## src/rtl/clkdiv_pkg.sv

```systemverilog
package clkdiv_pkg;
  localparam int CNT_W      = 6;
  localparam int NUM_STAGES = 3;
  localparam int WORD_W     = 32;
  localparam int ADDR_W     = 4;
  localparam int CFG_W      = 2 * CNT_W + 3;
  localparam logic [ADDR_W-1:0] LOCK_ADDR = 4'hC;

  // Control word layout, MSB first: hold, pass, half, hi_cnt, lo_cnt
  typedef struct packed {
    logic             hold;
    logic             pass;
    logic             half;
    logic [CNT_W-1:0] hi_cnt;
    logic [CNT_W-1:0] lo_cnt;
  } stage_cfg_t;

  function automatic logic eff_bypass(stage_cfg_t c);
    return c.pass || (c.hi_cnt == '0) || (c.lo_cnt == '0);
  endfunction

  function automatic logic [CNT_W:0] stage_ratio(stage_cfg_t c);
    return {1'b0, c.hi_cnt} + {1'b0, c.lo_cnt};
  endfunction

  function automatic logic [ADDR_W-1:0] stage_addr(int k);
    return ADDR_W'(k * 4);
  endfunction
endpackage

```

## src/rtl/clkdiv_regs.sv

```systemverilog
module clkdiv_regs
  import clkdiv_pkg::*;
(
  input  logic                               clk,
  input  logic                               rst_n,
  input  logic                               wr_en,
  input  logic [ADDR_W-1:0]                  addr,
  input  logic [CFG_W-1:0]                   wcfg,
  output stage_cfg_t [NUM_STAGES-1:0]        pend_q,
  output stage_cfg_t [NUM_STAGES-1:0]        live_q,
  output logic                               apply_evt
);
  logic [NUM_STAGES-1:0] hit;
  stage_cfg_t            wr_cfg;

  assign wr_cfg = stage_cfg_t'(wcfg);

  for (genvar g = 0; g < NUM_STAGES; g++) begin : g_hit
    assign hit[g] = wr_en && (addr == stage_addr(g));
  end

  assign apply_evt = (|hit) && !wr_cfg.hold;

  always_ff @(posedge clk or negedge rst_n) begin
    if (!rst_n) begin
      pend_q <= '0;
      live_q <= '0;
    end else begin
      for (int k = 0; k < NUM_STAGES; k++) begin
        if (hit[k]) pend_q[k] <= wr_cfg;
        if (apply_evt) live_q[k] <= hit[k] ? wr_cfg : pend_q[k];
      end
    end
  end

  // without an applying write the live settings never move
  p_hold_keeps_live_r7: assert property (@(posedge clk) disable iff (!rst_n)
    !apply_evt |=> $stable(live_q));

  // right after an apply every live word equals its shadow word
  p_apply_all_r8: assert property (@(posedge clk) disable iff (!rst_n)
    apply_evt |=> (live_q == pend_q));
endmodule

```

## src/rtl/clkdiv_lock.sv

```systemverilog
module clkdiv_lock #(
  parameter int SETTLE = 16
) (
  input  logic clk,
  input  logic rst_n,
  input  logic apply,
  output logic locked
);
  localparam int CW = $clog2(SETTLE + 1);

  logic [CW-1:0] remain_q;
  logic [CW:0]   low_run_q;

  always_ff @(posedge clk or negedge rst_n) begin
    if (!rst_n)               remain_q <= '0;
    else if (apply)           remain_q <= CW'(SETTLE);
    else if (remain_q != '0)  remain_q <= remain_q - 1'b1;
  end

  assign locked = (remain_q == '0);

  // length of the current low run, for the settle check below
  always_ff @(posedge clk or negedge rst_n) begin
    if (!rst_n)                 low_run_q <= '0;
    else if (locked)            low_run_q <= '0;
    else if (low_run_q != '1)   low_run_q <= low_run_q + 1'b1;
  end

  // lock drops on the cycle after an apply
  p_lock_drop_r9: assert property (@(posedge clk) disable iff (!rst_n)
    apply |=> !locked);

  // lock never returns before the settle window has elapsed
  p_settle_len_r9: assert property (@(posedge clk) disable iff (!rst_n)
    $rose(locked) |-> (low_run_q >= (CW+1)'(SETTLE)));
endmodule

```

## src/rtl/clkdiv_stage.sv

```systemverilog
module clkdiv_stage
  import clkdiv_pkg::*;
(
  input  logic       clk,
  input  logic       rst_n,
  input  logic       restart,
  input  stage_cfg_t cfg,
  output logic       clk_o
);
  logic [CNT_W:0] cnt_q;
  logic [CNT_W:0] cnt_nxt;
  logic [CNT_W:0] ratio_w;
  logic           byp;
  logic           last;
  logic           q_rise;
  logic           q_fall;

  assign ratio_w = stage_ratio(cfg);
  assign byp     = eff_bypass(cfg);
  assign last    = (cnt_q == ratio_w - 1'b1);
  assign cnt_nxt = last ? '0 : cnt_q + 1'b1;

  always_ff @(posedge clk or negedge rst_n) begin
    if (!rst_n) begin
      cnt_q  <= '0;
      q_rise <= 1'b0;
    end else if (restart || byp) begin
      cnt_q  <= '0;
      q_rise <= 1'b0;
    end else begin
      cnt_q  <= cnt_nxt;
      q_rise <= (cnt_nxt < {1'b0, cfg.hi_cnt});
    end
  end

  // falling-edge copy stretches the high phase by half a period
  always_ff @(negedge clk or negedge rst_n) begin
    if (!rst_n) q_fall <= 1'b0;
    else        q_fall <= q_rise && cfg.half && !byp;
  end

  assign clk_o = byp ? clk : (q_rise | q_fall);

  // counter stays inside one output period
  p_cnt_range_r2: assert property (@(posedge clk) disable iff (!rst_n)
    !byp |-> (cnt_q < ratio_w));

  // period wraps after ratio cycles
  p_wrap_r2: assert property (@(posedge clk) disable iff (!rst_n)
    (!byp && !restart && last) |=> (cnt_q == '0));

  // a bypassed stage leaves its divided phase idle
  p_bypass_idle_r6: assert property (@(posedge clk) disable iff (!rst_n)
    byp |=> !q_rise);
endmodule

```

## src/rtl/clkdiv_chain.sv

```systemverilog
module clkdiv_chain
  import clkdiv_pkg::*;
#(
  parameter int SETTLE = 16
) (
  input  logic                  clk,
  input  logic                  rst_n,
  input  logic                  wr_en,
  input  logic [ADDR_W-1:0]     addr,
  input  logic [WORD_W-1:0]     wdata,
  output logic [WORD_W-1:0]     rdata,
  output logic [NUM_STAGES-1:0] stage_clk
);
  stage_cfg_t [NUM_STAGES-1:0] pend;
  stage_cfg_t [NUM_STAGES-1:0] live;
  logic                        apply_evt;
  logic                        locked;
  logic                        unused_wdata_hi;

  assign unused_wdata_hi = ^wdata[WORD_W-1:CFG_W];

  clkdiv_regs u_regs (
    .clk       (clk),
    .rst_n     (rst_n),
    .wr_en     (wr_en),
    .addr      (addr),
    .wcfg      (wdata[CFG_W-1:0]),
    .pend_q    (pend),
    .live_q    (live),
    .apply_evt (apply_evt)
  );

  clkdiv_lock #(.SETTLE(SETTLE)) u_lock (
    .clk    (clk),
    .rst_n  (rst_n),
    .apply  (apply_evt),
    .locked (locked)
  );

  for (genvar g = 0; g < NUM_STAGES; g++) begin : g_stage
    clkdiv_stage u_stg (
      .clk     (clk),
      .rst_n   (rst_n),
      .restart (apply_evt),
      .cfg     (live[g]),
      .clk_o   (stage_clk[g])
    );
  end

  always_comb begin
    rdata = '0;
    for (int k = 0; k < NUM_STAGES; k++) begin
      if (addr == stage_addr(k)) rdata = {{(WORD_W-CFG_W){1'b0}}, pend[k]};
    end
    if (addr == LOCK_ADDR) rdata = {{(WORD_W-1){1'b0}}, locked};
  end

  // reserved read bits are always zero
  p_rsvd_zero_r1: assert property (@(posedge clk) disable iff (!rst_n)
    rdata[WORD_W-1:CFG_W] == '0);
endmodule

```

## config.mk

```make
export PLATFORM = sky130hd
export DESIGN_NAME = clkdiv_chain
export DESIGN_NICKNAME = d
export VERILOG_FILES = /design/src/rtl/clkdiv_pkg.sv /design/src/rtl/clkdiv_regs.sv /design/src/rtl/clkdiv_lock.sv /design/src/rtl/clkdiv_stage.sv /design/src/rtl/clkdiv_chain.sv
export SDC_FILE = /design/constraint.sdc
export NUM_CORES = 1
export LEC_CHECK = 0
export CORE_MARGIN = 8
export CORE_UTILIZATION = 64
export DETAILED_ROUTE_END_ITERATION = 10
export DONT_BUFFER_PORTS = 1
export PLACE_DENSITY = 0.8
export SYNTH_ARGS = -nofsm -noshare
export SYNTH_HDL_FRONTEND = slang
export SYNTH_SLANG_ARGS = --single-unit
```

## constraint.sdc

```tcl
create_clock -name clk -period 3.9 [get_ports clk]
set_input_delay 0.78 -clock clk [delete_from_list [all_inputs] [get_ports clk]]
set_output_delay 0.78 -clock clk [all_outputs]
set_load 0.02 [all_outputs]
```

Word level (Yosys, flattened, before mapping)
Index checks and enable logic that the tools add are counted.
{"block": "classes", "add_sub_neg": 10, "mul": 0, "div_mod_pow": 0, "magnitude_cmp": 3, "eq_ne": 6, "n_shift": 0, "n_mux": 21, "bitwise_logic": 3, "reduce_logical": 34}
{"operator": "2-to-1 mux 32 bit", "n": 2}
{"operator": "2-to-1 mux 14 bit", "n": 3}
{"operator": "2-to-1 mux 7 bit", "n": 6}
{"operator": "zero test 6 bit", "n": 6}
{"operator": "2-to-1 mux 15 bit", "n": 2}
{"operator": "adder 6 x 6 -> 7 bit", "n": 3}
{"operator": "adder 7 x 1 -> 7 bit (second input constant)", "n": 3}
{"operator": "equality test 7 bit", "n": 3}
{"operator": "less-than comparator 7 x 6 -> 1 bit", "n": 3}
{"operator": "subtractor 7 x 1 -> 7 bit (second input constant)", "n": 3}
{"operator": "logical AND 1 bit", "n": 10}
{"operator": "2-to-1 mux 5 bit", "n": 2}
{"operator": "logical OR 1 bit", "n": 9}
{"operator": "equality test 4 bit (second input constant)", "n": 2}
{"operator": "2-to-1 mux 1 bit", "n": 6}
{"operator": "zero test 5 bit", "n": 1}
{"operator": "nonzero test 5 bit", "n": 1}
{"operator": "subtractor 5 x 1 -> 5 bit (second input constant)", "n": 1}
{"operator": "equality test 4 x 3 -> 1 bit (second input constant)", "n": 1}
{"operator": "zero test 1 bit", "n": 4}
{"operator": "zero test 4 bit", "n": 1}
{"operator": "bitwise OR 1 bit", "n": 3}
{"operator": "OR reduction 3 bit", "n": 1}
{"operator": "nonzero test 2 bit", "n": 1}
{"block": "totals", "register_bits": 119, "latch_bits": 0, "ramBits": 0, "rom_bits": 0, "n_memories": 0}

Depth between registers and ports, before layout
{"block": "depth", "depth_word": 6, "depth_mapped": 18, "ltp_nobuf": 17}

Cells and area by module
From an unflattened synthesis, not the netlist that was laid out.
{"block": "unflattened", "hier_cells": 842, "hier_area_um2": 7832.5}
{"module": "clkdiv_regs", "instances": 1, "cells_per_inst": 356, "area_per_inst_um2": 3736.1}
{"module": "clkdiv_stage (g_stage[0].u_stg)", "instances": 1, "cells_per_inst": 126, "area_per_inst_um2": 1057.3}
{"module": "clkdiv_stage (g_stage[1].u_stg)", "instances": 1, "cells_per_inst": 124, "area_per_inst_um2": 1052.3}
{"module": "clkdiv_stage (g_stage[2].u_stg)", "instances": 1, "cells_per_inst": 124, "area_per_inst_um2": 1024.7}
{"module": "clkdiv_chain", "instances": 1, "cells_per_inst": 86, "area_per_inst_um2": 706.9}
{"module": "clkdiv_lock", "instances": 1, "cells_per_inst": 26, "area_per_inst_um2": 255.2}

==> results.cfg <==
[flow_run]
maxCapViolCount = 0

[die]
die_y_um = 122
fp-row-count = 38
io_pins = 74
die-area_um2 = 14900
dieWidth_um = 122
core_um2 = 10900
initial_utilization = 0.660

[timing]
setup_violations = 5
setup_ws_ps = -83.1
slew_headroom = 0.456
worstMarginPinSlew_ps = 814
skew_ps = 64.1
drv_slew = 0
holdWs_ps = 72.1
rsz0062_at_grt = yes
hold_viol_final = 0

[synthesis]
synth_seq_cells = 119
ys_seq_area_frac = 0.414
ys_async_sr_fraction = 1.00
syn_area_um2 = 7190
synthDominantCellAreaShare = 0.404
ys_warn_count = 0
synth_edf_count = 0
yosys.area.top_type = dfrtp_1
synth_cells = 712
ys_types = 58
ys_top_cells_by_area = dfrtp_1 (40%), ha_1 (9.2%), mux2_2 (7.7%)
syn_area_per_cell_um2 = 10.1
synth-main-ff-cell = dfrtp_1

[finish]
fin_util = 0.736
area_growth_syn_to_layout_pct = 11.5
diodes = 0
final_cell_mix = dfrtp_1 (116), inv_1 (75), nor2_1 (66)
drive_above_1_share = 0.174
final_common_cell = dfrtp_1
fin_nets = 809
num-fill-cells = 737

[power]
power_frac_comb = 0.403
swShare = 0.369
power_density_nw_per_um2 = 817
p_int_uw = 4130
leakagePower_uw = 0.00385
power_switching_uw = 2420
seqPwrFrac = 0.276
ir_worst_vdd_v = 0.000594
clkPwrFrac = 0.321

[grt]
grt_usage = 0.240
grt-ovfl-total = 0
antenna_found_initial = 0
grt_pass1_vias = 5579
grt_start_max_net_pins = 117
grt_pass1_wl_um = 27600

[cts]
insertion_delay_ps = 650
clk_pin_slew_worst_paths_ps = 60
tritoncts = yes

[place]
gp_congestion = 0.841
hpwlAfterDp_um = 11800
port_buffers = 0

[detailed_routing]
drc = 0
num_vias = 5323
first_iter_violations = 548
routedWlPerCell_um = 19.7
drt_pre_antenna_iters = 5
wirelength_um = 17100
ant_nets = 0
via_per_inst = 6.13

[worst_setup_path]
crit_arrival_ps = 3200
crit_type = reg2out
required_ps = 3120
cp-end-kind = output port
critPathMaxFanout = 1
critPathLaunchType = register

[run_status]
status = finished with violations
failed_checks = setup timing

[worst_hold_path]
holdCritPathClass = in2async
## per-stage QoR
step	setup slack [ps]	TNS, ps	cell area [um^2]	total power (uW)	instances
finish	-83.1	-225	8010	6550	868
global route	-110	-317	8010	6950	868
CTS	-131	-356	7980	6500	868
detailed placement	273	0	7190	4390	830
global placement	282	0	7190	4200	830
floorplan	476	0	7250	3900	728
## routing by layer
metal  vias up  share of wire  track usage
li1       2397              -            -
met1      2633           0.38        0.270
met2       235           0.51        0.405
met3        58          0.070       0.0652
met4         0          0.038        0.133
met5         -              0            0
## cells by family after synthesis
kind of cell | Yosys count | synth area share
fa+ha+maj | 56 | 0.101
buf+inv | 119 | 0.0799
compound gates | 88 | 0.0771
xor+xnor | 44 | 0.0547
other cells | 1 | 0.000522
simple gates | 210 | 0.151
flops | 119 | 0.414
mux | 75 | 0.121
## registers in the layout, summed over array words and instances, names as in the netlist
| signal | cells |
|---|---|
| g_stage.u_stg.cnt_q | 21 |
| g_stage.u_stg.q_fall | 3 |
| g_stage.u_stg.q_rise | 3 |
| u_lock.remain_q | 5 |
| u_regs.live_q | 42 |
| u_regs.pend_q | 45 |
## repair_timing
item / in CTS / in global routing
endpoints found under the hold margin: 116 / 0
pin swaps: 2 / 1
hold buffers: 1 / 0
setup endpoints to repair: 5 / 6
gates resized for setup: 6 / 6
setup buffers: 0 / 0
## path summary, 6_finish.rpt
kind / from / endpoint / slack, ps / cells after the start
min in group clk: wdata[5] / u_regs.pend_q[20] / 290 / 1
max reg2reg: u_regs.live_q[22] / g_stage[1].u_stg.q_rise / 180 / 16
max: g_stage[2].u_stg.q_fall / stage_clk[2] / -80 / 2
min: rst_n / u_regs.pend_q[14] / 70 / 1
min reg2reg: u_regs.live_q[12] / u_regs.live_q[12] / 490 / 1
max in group asynchronous: rst_n / g_stage[0].u_stg.q_fall / 2070 / 0
## power groups by stage
stage / clock network, uW / logic [uW] / registers [uW]
detailed placement: 66.2 / 2520 / 1810
floorplan: 112 / 2050 / 1740
CTS: 2100 / 2600 / 1800
finish: 2100 / 2640 / 1810
global route: 2170 / 2940 / 1840
global placement: 66.2 / 2350 / 1790
## area by class of cell
class,count,area (um^2),share of cell area
clock buffers,23,477,0.0595
multi-input cells,490,3750,0.468
flip-flops and latches,119,2980,0.372
inverters,75,282,0.0351
repair buffers,7,85.1,0.0106
clock inverters,14,269,0.0336
well taps,140,175,0.0219
## synthesized netlist by cell type, types with 20 or more instances
cell and n:
a21oi_1 27, nor2_1 69, ha_1 53, nand3_1 20
inv_1 75, xor2_1 21, dfrtp_1 116, buf_4 25
nand2_1 54, mux2_2 49, xnor2_1 22, o21ai_0 27
## critical path: stages (launching register included)
cell     delay [ps]
dfrtn_1         400
nor2_2           50
a31oi_4         220
(Power assumes the default switching activity.)
